## src/rtl/gpio_regctl_pkg.sv

```systemverilog
package gpio_regctl_pkg;
   localparam logic [7:0] PEND_BASE    = 8'h0B;
   localparam logic [7:0] MASK_G_BASE  = 8'h19;
   localparam logic [7:0] MASK_S_BASE  = 8'h1B;
   localparam logic [7:0] DRIVE_BASE   = 8'h2B;
   localparam logic [7:0] SENSE_BASE   = 8'h33;
   localparam logic [7:0] BANK_STRIDE  = 8'h10;
   localparam logic [7:0] PANEL_ADDR   = 8'h52;

   typedef enum logic [1:0] {
      EDGE_OFF  = 2'd0,
      EDGE_FALL = 2'd1,
      EDGE_RISE = 2'd2,
      EDGE_BOTH = 2'd3
   } edge_sel_e;

   typedef struct packed {
      logic       out_en;
      logic       odrain;
      logic       pull_en;
      logic [1:0] pull_kind;
      logic       value;
   } drive_ctl_t;
endpackage

```

## src/rtl/gpio_edge_det.sv

```systemverilog
module gpio_edge_det
   import gpio_regctl_pkg::*;
#(
   parameter int SYNC_STAGES = 2
) (
   input  logic      clk,
   input  logic      rst_n,
   input  logic      pin_raw,
   input  edge_sel_e sel,
   output logic      level,
   output logic      hit
);
   localparam int MSB = SYNC_STAGES - 1;

   generate
      if (SYNC_STAGES < 2) begin : g_bad_sync
         $error("gpio_edge_det: SYNC_STAGES must be at least 2");
      end
   endgenerate

   logic [MSB:0] chain;
   logic         prev;
   logic         rise, fall;

   always_ff @(posedge clk) begin
      if (!rst_n) begin
         chain <= '0;
         prev  <= 1'b0;
      end else begin
         chain <= {chain[MSB-1:0], pin_raw};
         prev  <= chain[MSB];
      end
   end

   assign level = chain[MSB];
   assign rise  = level & ~prev;
   assign fall  = ~level & prev;

   always_comb begin
      unique case (sel)
         EDGE_FALL: hit = fall;
         EDGE_RISE: hit = rise;
         EDGE_BOTH: hit = rise | fall;
         default:   hit = 1'b0;
      endcase
   end
endmodule

```

## src/rtl/gpio_bank.sv

```systemverilog
module gpio_bank
   import gpio_regctl_pkg::*;
#(
   parameter int BANK        = 0,
   parameter int PINS        = 8,
   parameter int SYNC_STAGES = 2
) (
   input  logic            clk,
   input  logic            rst_n,
   input  logic            wr_en,
   input  logic [7:0]      addr,
   input  logic [7:0]      wdata,
   input  logic [PINS-1:0] pad_in,
   output logic [7:0]      rd_data,
   output logic [PINS-1:0] pad_oe,
   output logic [PINS-1:0] pad_out,
   output logic            irq_req
);
   localparam logic [7:0] DRIVE_A = DRIVE_BASE + 8'(BANK) * BANK_STRIDE;
   localparam logic [7:0] SENSE_A = SENSE_BASE + 8'(BANK) * BANK_STRIDE;
   localparam logic [7:0] PEND_A  = PEND_BASE + 8'(BANK);
   localparam logic [7:0] MASKG_A = MASK_G_BASE + 8'(BANK);
   localparam logic [7:0] MASKS_A = MASK_S_BASE + 8'(BANK);

   generate
      if (PINS < 1 || PINS > 8) begin : g_bad_pins
         $error("gpio_bank: PINS must be 1..8");
      end
   endgenerate

   logic [PINS-1:0] pend, mask_g, mask_s;
   logic [PINS-1:0] evt, lvl, sel_on, clr;
   logic [7:0]      pin_rd [PINS];
   logic            pend_wr, maskg_wr;

   assign pend_wr  = wr_en && (addr == PEND_A);
   assign maskg_wr = wr_en && (addr == MASKG_A);
   assign clr      = pend_wr ? wdata[PINS-1:0] : '0;

   for (genvar i = 0; i < PINS; i++) begin : g_pin
      localparam logic [7:0] DA = DRIVE_A + 8'(i);
      localparam logic [7:0] SA = SENSE_A + 8'(i);
      drive_ctl_t drv;
      edge_sel_e  sel;

      always_ff @(posedge clk) begin
         if (!rst_n) begin
            drv <= '0;
            sel <= EDGE_OFF;
         end else if (wr_en) begin
            if (addr == DA) drv <= drive_ctl_t'(wdata[5:0]);
            if (addr == SA) sel <= edge_sel_e'(wdata[2:1]);
         end
      end

      assign pad_oe[i]  = drv.out_en & (~drv.odrain | ~drv.value);
      assign pad_out[i] = drv.odrain ? 1'b0 : drv.value;
      assign sel_on[i]  = (sel != EDGE_OFF);

      gpio_edge_det #(.SYNC_STAGES(SYNC_STAGES)) u_det (
         .clk    (clk),
         .rst_n  (rst_n),
         .pin_raw(pad_in[i]),
         .sel    (sel),
         .level  (lvl[i]),
         .hit    (evt[i])
      );

      assign pin_rd[i] = (addr == DA) ? {2'b00, drv} :
                         (addr == SA) ? {5'b00000, sel, lvl[i]} : 8'h00;
   end

   always_ff @(posedge clk) begin
      if (!rst_n) begin
         pend   <= '0;
         mask_g <= '0;
         mask_s <= '0;
      end else begin
         pend <= (pend & ~clr) | evt;
         if (maskg_wr) mask_g <= wdata[PINS-1:0];
         if (wr_en && addr == MASKS_A) mask_s <= wdata[PINS-1:0];
      end
   end

   assign irq_req = |(pend & ~mask_g);

   logic [7:0] pend_b, mg_b, ms_b;
   always_comb begin
      pend_b = '0; pend_b[PINS-1:0] = pend;
      mg_b   = '0; mg_b[PINS-1:0]   = mask_g;
      ms_b   = '0; ms_b[PINS-1:0]   = mask_s;
      rd_data = '0;
      for (int i = 0; i < PINS; i++) rd_data |= pin_rd[i];
      if (addr == PEND_A)  rd_data |= pend_b;
      if (addr == MASKG_A) rd_data |= mg_b;
      if (addr == MASKS_A) rd_data |= ms_b;
   end


   pend_clear_chk: assert property (@(posedge clk) disable iff (!rst_n)
      (($past(pend) & ~pend & ~$past(clr)) == '0));


   off_sel_chk: assert property (@(posedge clk) disable iff (!rst_n)
      ((pend & ~$past(pend) & ~$past(sel_on)) == '0));


   evt_sets_chk: assert property (@(posedge clk) disable iff (!rst_n)
      (($past(evt) & ~pend) == '0));


   irq_rise_chk: assert property (@(posedge clk) disable iff (!rst_n)
      $rose(irq_req) |-> $past((|evt) || maskg_wr));
endmodule

```

## src/rtl/gpio_regctl.sv

```systemverilog
module gpio_regctl
   import gpio_regctl_pkg::*;
#(
   parameter int NUM_BANKS     = 2,
   parameter int PINS_PER_BANK = 8,
   parameter int SYNC_STAGES   = 2
) (
   input  logic                               clk,
   input  logic                               rst_n,
   input  logic [7:0]                         bus_addr,
   input  logic [7:0]                         bus_wdata,
   input  logic                               bus_wr,
   input  logic                               bus_rd,
   output logic [7:0]                         bus_rdata,
   input  logic [NUM_BANKS*PINS_PER_BANK-1:0] pad_in,
   output logic [NUM_BANKS*PINS_PER_BANK-1:0] pad_oe,
   output logic [NUM_BANKS*PINS_PER_BANK-1:0] pad_out,
   output logic                               irq
);
   localparam int P = PINS_PER_BANK;

   generate
      if (NUM_BANKS < 1 || NUM_BANKS > 2) begin : g_bad_banks
         $error("gpio_regctl: NUM_BANKS must be 1 or 2");
      end
   endgenerate

   logic [7:0]           bank_rd [NUM_BANKS];
   logic [NUM_BANKS-1:0] bank_irq;
   logic [7:0]           panel;

   for (genvar b = 0; b < NUM_BANKS; b++) begin : g_bank
      gpio_bank #(.BANK(b), .PINS(P), .SYNC_STAGES(SYNC_STAGES)) u_bank (
         .clk    (clk),
         .rst_n  (rst_n),
         .wr_en  (bus_wr),
         .addr   (bus_addr),
         .wdata  (bus_wdata),
         .pad_in (pad_in[b*P +: P]),
         .rd_data(bank_rd[b]),
         .pad_oe (pad_oe[b*P +: P]),
         .pad_out(pad_out[b*P +: P]),
         .irq_req(bank_irq[b])
      );
   end

   always_ff @(posedge clk) begin
      if (!rst_n)                              panel <= '0;
      else if (bus_wr && bus_addr == PANEL_ADDR) panel <= bus_wdata;
   end

   logic [7:0] rd_acc;
   always_comb begin
      rd_acc = (bus_addr == PANEL_ADDR) ? panel : 8'h00;
      for (int b = 0; b < NUM_BANKS; b++) rd_acc |= bank_rd[b];
   end

   assign bus_rdata = bus_rd ? rd_acc : 8'h00;
   assign irq       = |bank_irq;
endmodule

```

## config.mk

```make
export PLATFORM = sky130hd
export DESIGN_NAME = gpio_regctl
export DESIGN_NICKNAME = d
export VERILOG_FILES = /design/src/rtl/gpio_regctl_pkg.sv /design/src/rtl/gpio_edge_det.sv /design/src/rtl/gpio_bank.sv /design/src/rtl/gpio_regctl.sv
export SDC_FILE = /design/constraint.sdc
export NUM_CORES = 1
export LEC_CHECK = 0
export BUFFER_PORTS_ARGS = -buffer_cell sky130_fd_sc_hd__buf_2
export CORE_UTILIZATION = 55
export CTS_BUF_LIST = sky130_fd_sc_hd__clkbuf_8 sky130_fd_sc_hd__clkbuf_16
export CTS_CLUSTER_DIAMETER = 80
export DETAILED_ROUTE_END_ITERATION = 10
export GPL_ROUTABILITY_DRIVEN = 0
export PLACE_DENSITY = 0.76
export SYNTH_ARGS = -nofsm -noshare
export SYNTH_HDL_FRONTEND = slang
export SYNTH_SLANG_ARGS = --single-unit
```

## constraint.sdc

```tcl
create_clock -name clk -period 1.7 [get_ports clk]
set_input_delay 0.085 -clock clk [delete_from_list [all_inputs] [get_ports clk]]
set_output_delay 0.085 -clock clk [all_outputs]
set_load 0.02 [all_outputs]
```

==> Yosys cells after proc, flatten, opt, wreduce, memory -nomap -nowiden <==
Index checks and enable logic that the tools add are counted.
{ "classes": {"bitwise": 176, "n_reduce_logical": 40, "mux": 74, "eq_ne": 87} }
{ "op_table": {"columns": ["cell", "count"], "rows": [
  ["8-bit two-way mux", 26],
  ["8-bit bitwise OR", 24],
  ["8-bit by 6-bit equality test with 1-bit output, second input constant", 21],
  ["8-bit by 7-bit equality test with 1-bit output, second input constant", 12],
  ["2-bit equality test, second input constant", 32],
  ["1-bit NOT", 64],
  ["2-bit AND reduction", 32],
  ["1-bit AND", 48],
  ["3-bit two-way mux", 16],
  ["1-bit case mux with 3 select lines", 16],
  ["8-bit AND", 4],
  ["2-bit by 1-bit equality test with 1-bit output, second input constant", 16],
  ["8-bit by 5-bit equality test with 1-bit output, second input constant", 4],
  ["8-bit NOT", 4],
  ["1-bit bitwise OR", 32],
  ["8-bit by 4-bit equality test with 1-bit output, second input constant", 2],
  ["1-bit two-way mux", 16],
  ["16-bit OR reduction", 1],
  ["1-bit logical AND", 7]
]} }
{ "totals": {"input_bits": 36, "register_bits": 232} }

==> Longest topological paths before layout <==
{ "logic_depth": {"depth_word": 19, "mapped_depth": 8, "ltp_nobuf": 7} }

==> By module <==
Synthesis repeated with hierarchy kept, for this count alone.
{ "unflattened": {"cells_unflattened": 1307, "hier_area_um2": 11872.6} }
{ "by_module_without_submodules": {"columns": ["mod", "area_per_inst_um2", "seq_area_each_um2", "n_inst", "cells_each"], "rows": [
  ["gpio_bank (g_bank[0].u_bank)", 4593.2, 1761.7, 1, 477],
  ["gpio_bank (g_bank[1].u_bank)", 4586.9, 1761.7, 1, 535],
  ["gpio_edge_det", 137.6, 60.1, 16, 15],
  ["gpio_regctl", 490.5, 160.2, 1, 55]
]} }

==> Worst setup path before layout <==
No wires, ideal clock.
{ "synth_path": {"path_kind": "input to output", "from": "input bus_addr[4]", "to": "output bus_rdata[2]", "slack_ns": -0.122, "arrival_ns": 1.737, "cell_stages": 7, "t_required_ns": 1.615, "cell_sequence": "buf_2 nor4b_4 and2_1 buf_4 nand3_1 a41o_1 a41oi_1"} }
{ "synth_between": {"elab_chain_cells": 19, "elab_cells_between_ends": 101, "cone_classes": "eq/ne: 39; mux: 40; bitwise: 22"} }
{ "synth_lines": {"columns": ["element", "line", "rtl"], "rows": [
  ["start: declaration", "gpio_regctl.sv:10", "input logic [7:0] bus_addr,"],
  ["8-bit by 6-bit equality test with 1-bit output", "gpio_bank.sv:70", "(addr == SA) ? {5'b00000, sel, lvl[i]} : 8'h00;"],
  ["3-bit two-way mux", "gpio_bank.sv:70", null],
  ["8-bit two-way mux", "gpio_bank.sv:69", "assign pin_rd[i] = (addr == DA) ? {2'b00, drv} :"],
  ["8-bit bitwise OR (7 in series)", "gpio_bank.sv:93", "for (int i = 0; i < PINS; i++) rd_data |= pin_rd[i];"],
  ["8-bit bitwise OR", "gpio_bank.sv:94", "if (addr == PEND_A) rd_data |= pend_b;"],
  ["8-bit two-way mux", "gpio_bank.sv:94", null],
  ["8-bit bitwise OR", "gpio_bank.sv:95", "if (addr == MASKG_A) rd_data |= mg_b;"],
  ["8-bit two-way mux", "gpio_bank.sv:95", null],
  ["8-bit bitwise OR", "gpio_bank.sv:96", "if (addr == MASKS_A) rd_data |= ms_b;"],
  ["8-bit two-way mux", "gpio_bank.sv:96", null],
  ["8-bit bitwise OR", "gpio_regctl.sv:55", "for (int b = 0; b < NUM_BANKS; b++) rd_acc |= bank_rd[b];"],
  ["8-bit bitwise OR (*)", "gpio_regctl.sv:55", null],
  ["8-bit two-way mux (*)", "gpio_regctl.sv:58", "assign bus_rdata = bus_rd ? rd_acc : 8'h00;"],
  ["end: declaration", "gpio_regctl.sv:14", "output logic [7:0] bus_rdata,"]
]} }
Mark *: on every way between the ends. The rest lies on a longest branch, timed or not.

==> Worst setup path in the final report <==
{ "layout_path": {"from": "register g_bank[0].u_bank.mask_s[2]", "to": "output bus_rdata[2]"} }
{ "layout_between": {"elab_chain_cells": 5} }
{ "layout_lines": {"columns": ["element", "line", "rtl"], "rows": [
  ["start: declaration", "gpio_bank.sv:31", "logic [PINS-1:0] pend, mask_g, mask_s;"],
  ["start signal: assignment", "gpio_bank.sv:81", "if (wr_en && addr == MASKS_A) mask_s <= wdata[PINS-1:0];"],
  ["8-bit bitwise OR", "gpio_bank.sv:96", null],
  ["8-bit two-way mux", "gpio_bank.sv:96", null],
  ["8-bit bitwise OR (2 in series)", "gpio_regctl.sv:55", null],
  ["8-bit two-way mux", "gpio_regctl.sv:58", null]
]} }
No other way between the ends.

==> flow_summary_export.csv <==
group,metric,value,unit
run_status,status,"complete, but fails checks",
run_status,failed_checks,"setup timing",
synthesis,synth_area_leaders,"dfxtp_1, mux2i_1, nand2_1",
synthesis,synth_warnings,0,
synthesis,synth_common_cells,"dfxtp_1, nand2_1, nor2b_1, nand3_1, mux2i_1",
synthesis,synth-async-reset-ratio,0,%
place,dp_slack,-0.477,ns
floorplan,start_util,56.9,%
synthesis,synth-seq-cells,232,
sta,setup_viol,8,
synthesis,synth_top_area_cell,"dfxtp_1",
layout,drive_above_1_share,25.5,%
run,maxCapViolations,0,
synthesis,syn_nets,1422,
floorplan,rows,52,
sta,skew,0.00612,ns
place,dpl.hpwl,27600,um
layout,area_growth,28.6,%
pwr,power_density,814,mW/mm^2
sta,maxSlewViolCount,0,
floorplan,fp.dieArea,0.0219,mm^2
setup_path,cp-end-kind,"output port",
sta,period_share,132,%
pwr,leakagePower,6.16,nW
setup_path,reg2regPathDepth,6,
floorplan,core,0.0206,mm^2
clock_tree,numCtsBuffers,24,
drt,drt_pass1_iterations,5,
layout,fillers,1487,
floorplan,io_pins,77,
setup_path,crit_arrival,2.17,ns
clock_tree,cts_max_path_buffers,3,
drt,vias,11400,
sta,worst_slew_pin_slew,0.583,ns
drt,dr_wl_met2,17300,um
synthesis,netlist_instances,1354,
sta,postLayoutSetupSlackWorst,-0.552,ns
drt,drtIter0Drc,1361,
drt,drcViolationCount,0,
layout,nets,1631,
drt,wl_met3,3980,um
drt,wl,39000,um
global_route,grt_pass1_wl,60300,um
sta,final_hold_viol_count,0,
sta,finalSetupTns,-2.87,ns
drt,ant_nets,0,
sta,period_minus_slack,2.25,ns
clock_tree,cts_tree,"yes",
drt,highest_layer,"met4",
clock_tree,worstSkewPairLatency,0.53,ns
sta,grt_setup_unrepaired,"yes",
sta,fmax,0.444,GHz
synthesis,synth_top_area_share,39.7,%
global_route,grt_usage,35.5,%
drt,vias_per_cell,6.16,
hold_path,holdPathStages,2,
drt,met1_length,15300,um
setup_path,critical_path_class,"register to output port",
floorplan,dieWidth,148,um
pwr,irDropWorstVdd,842,uV
place,portBuffers,76,
clock_tree,cts.sinks,232,
floorplan,fp.dieH,148,um
synthesis,synth_most_common_cell,"dfxtp_1",
global_route,grt_pass1_vias,10900,
drt,wl_per_cell,21.0,um
setup_path,cp_max_fo,2,
clock_tree,cts_max_level,1,
synthesis,synth_cell_types,64,
setup_path,required,1.62,ns
clock_tree,root_buffer,"clkbuf_16",
synthesis,syn_avg_cell_area,8.64,um^2
hold_path,hp-class,"input port to register",
synthesis,synth-edff-count,0,
global_route,antenna_found_initial,2,
clock_tree,clk_pin_slew,0.06,ns
synthesis,synth_area,0.0117,mm^2
setup_path,startpoint_type,"register",
global_route,grt_max_degree,67,
synthesis,ys_seq_area_share,39.7,%
global_route,grt_overflow,0,
synthesis,ys.flop_type,"dfxtp_1",
sta,slew_headroom,61.1,%
## cells by family after synthesis
logic type | synth area share (%)
AND/OR/NAND/NOR | 22.6
buffers and inverters | 5.94
AO/OA/AOI/OAI | 19.2
adder cells (fa/ha/maj) | 3.42
multiplexers | 9.16
flip-flops | 39.7
## routing by layer
metal | track usage (%) | up-vias
met4 | 20.7 | 0
met1 | 44.9 | 5384
met2 | 56.6 | 705
met5 | 0 | -
li1 | - | 5155
met3 | 6.79 | 171
## layout by cell type (no fill, tap or decap), types with 56 or more instances in the layout
cell type	instances
buf_4	184
buf_2	61
nand2_1	172
dfxtp_1	208
nand3_1	89
o21ai_0	59
inv_1	62
and2_1	56
nor2b_1	98
a21boi_0	83
mux2i_1	88
## critical path, stage by stage (launching register included)
cell and delay, ns:
dfxtp_1 0.33, mux2_2 0.28, a32oi_2 0.19, o2bb2ai_2 0.09, nor4_2 0.32, a41oi_2 0.22, buf_4 0.21
## layout make-up
type | count | area, um^2 | area share (%)
Tap cell | 270 | 338 | 2.25
Inverter | 65 | 246 | 1.64
Multi-Input combinational cell | 949 | 6630 | 44.1
Antenna cell | 2 | 5.00 | 0.0333
Clock inverter | 16 | 213 | 1.41
Sequential cell | 232 | 4680 | 31.1
Timing Repair Buffer | 291 | 2260 | 15.0
Clock buffer | 28 | 667 | 4.43
## registers in the layout, indices dropped and copies added (netlist names)
signal / flops
g_bank.u_bank.mask_s: 16
g_bank.u_bank.g_pin.u_det.chain: 32
g_bank.u_bank.g_pin.sel: 32
panel: 8
g_bank.u_bank.pend: 16
g_bank.u_bank.mask_g: 16
g_bank.u_bank.g_pin.drv: 96
g_bank.u_bank.g_pin.u_det.prev: 16
## worst paths after layout
kind	endpoint	from	slack [ns]
worst max-delay path	bus_rdata[2]	g_bank[0].u_bank.mask_s[2]	-0.55
worst min-delay path	g_bank[1].u_bank.mask_g[2]	rst_n	0.04
worst max register to register	g_bank[0].u_bank.pend[3]	g_bank[0].u_bank.g_pin[3].u_det.chain[1]	0.18
worst min register to register	g_bank[0].u_bank.g_pin[2].u_det.chain[1]	g_bank[0].u_bank.g_pin[2].u_det.chain[0]	0.43
## what timing repair did
action | in CTS | in global routing
gates resized for setup | 85 | 32
hold endpoints to repair | 31 | 0
hold buffers | 20 | 0
setup endpoints to repair | 9 | 9
buffers inserted | 7 | 0
pin swaps | 30 | 12
## report_power, final
part           internal (mW)  switching (mW)
Combinational          0.394           0.502
Clock                   3.56            2.27
Sequential              5.48          0.0370
## stage by stage
stage | utilization (%) | hold slack [ns] | total power, mW | instances | area [um^2]
final | 73.2 | 0.0356 | 12.3 | 1853 | 15000
after global routing | 73.2 | 0.0510 | 12.5 | 1853 | 15000
after CTS | 72.7 | 0.0214 | 12.3 | 1851 | 15000
after detailed placement | 65.9 | 0.293 | 6.44 | 1781 | 13500
after global placement | 65.9 | 0.290 | 6.42 | 1781 | 13500
after floorplan | - | 0.212 | 6.05 | 1354 | 11700
No activity file was read; power rests on OpenSTA's default activity.
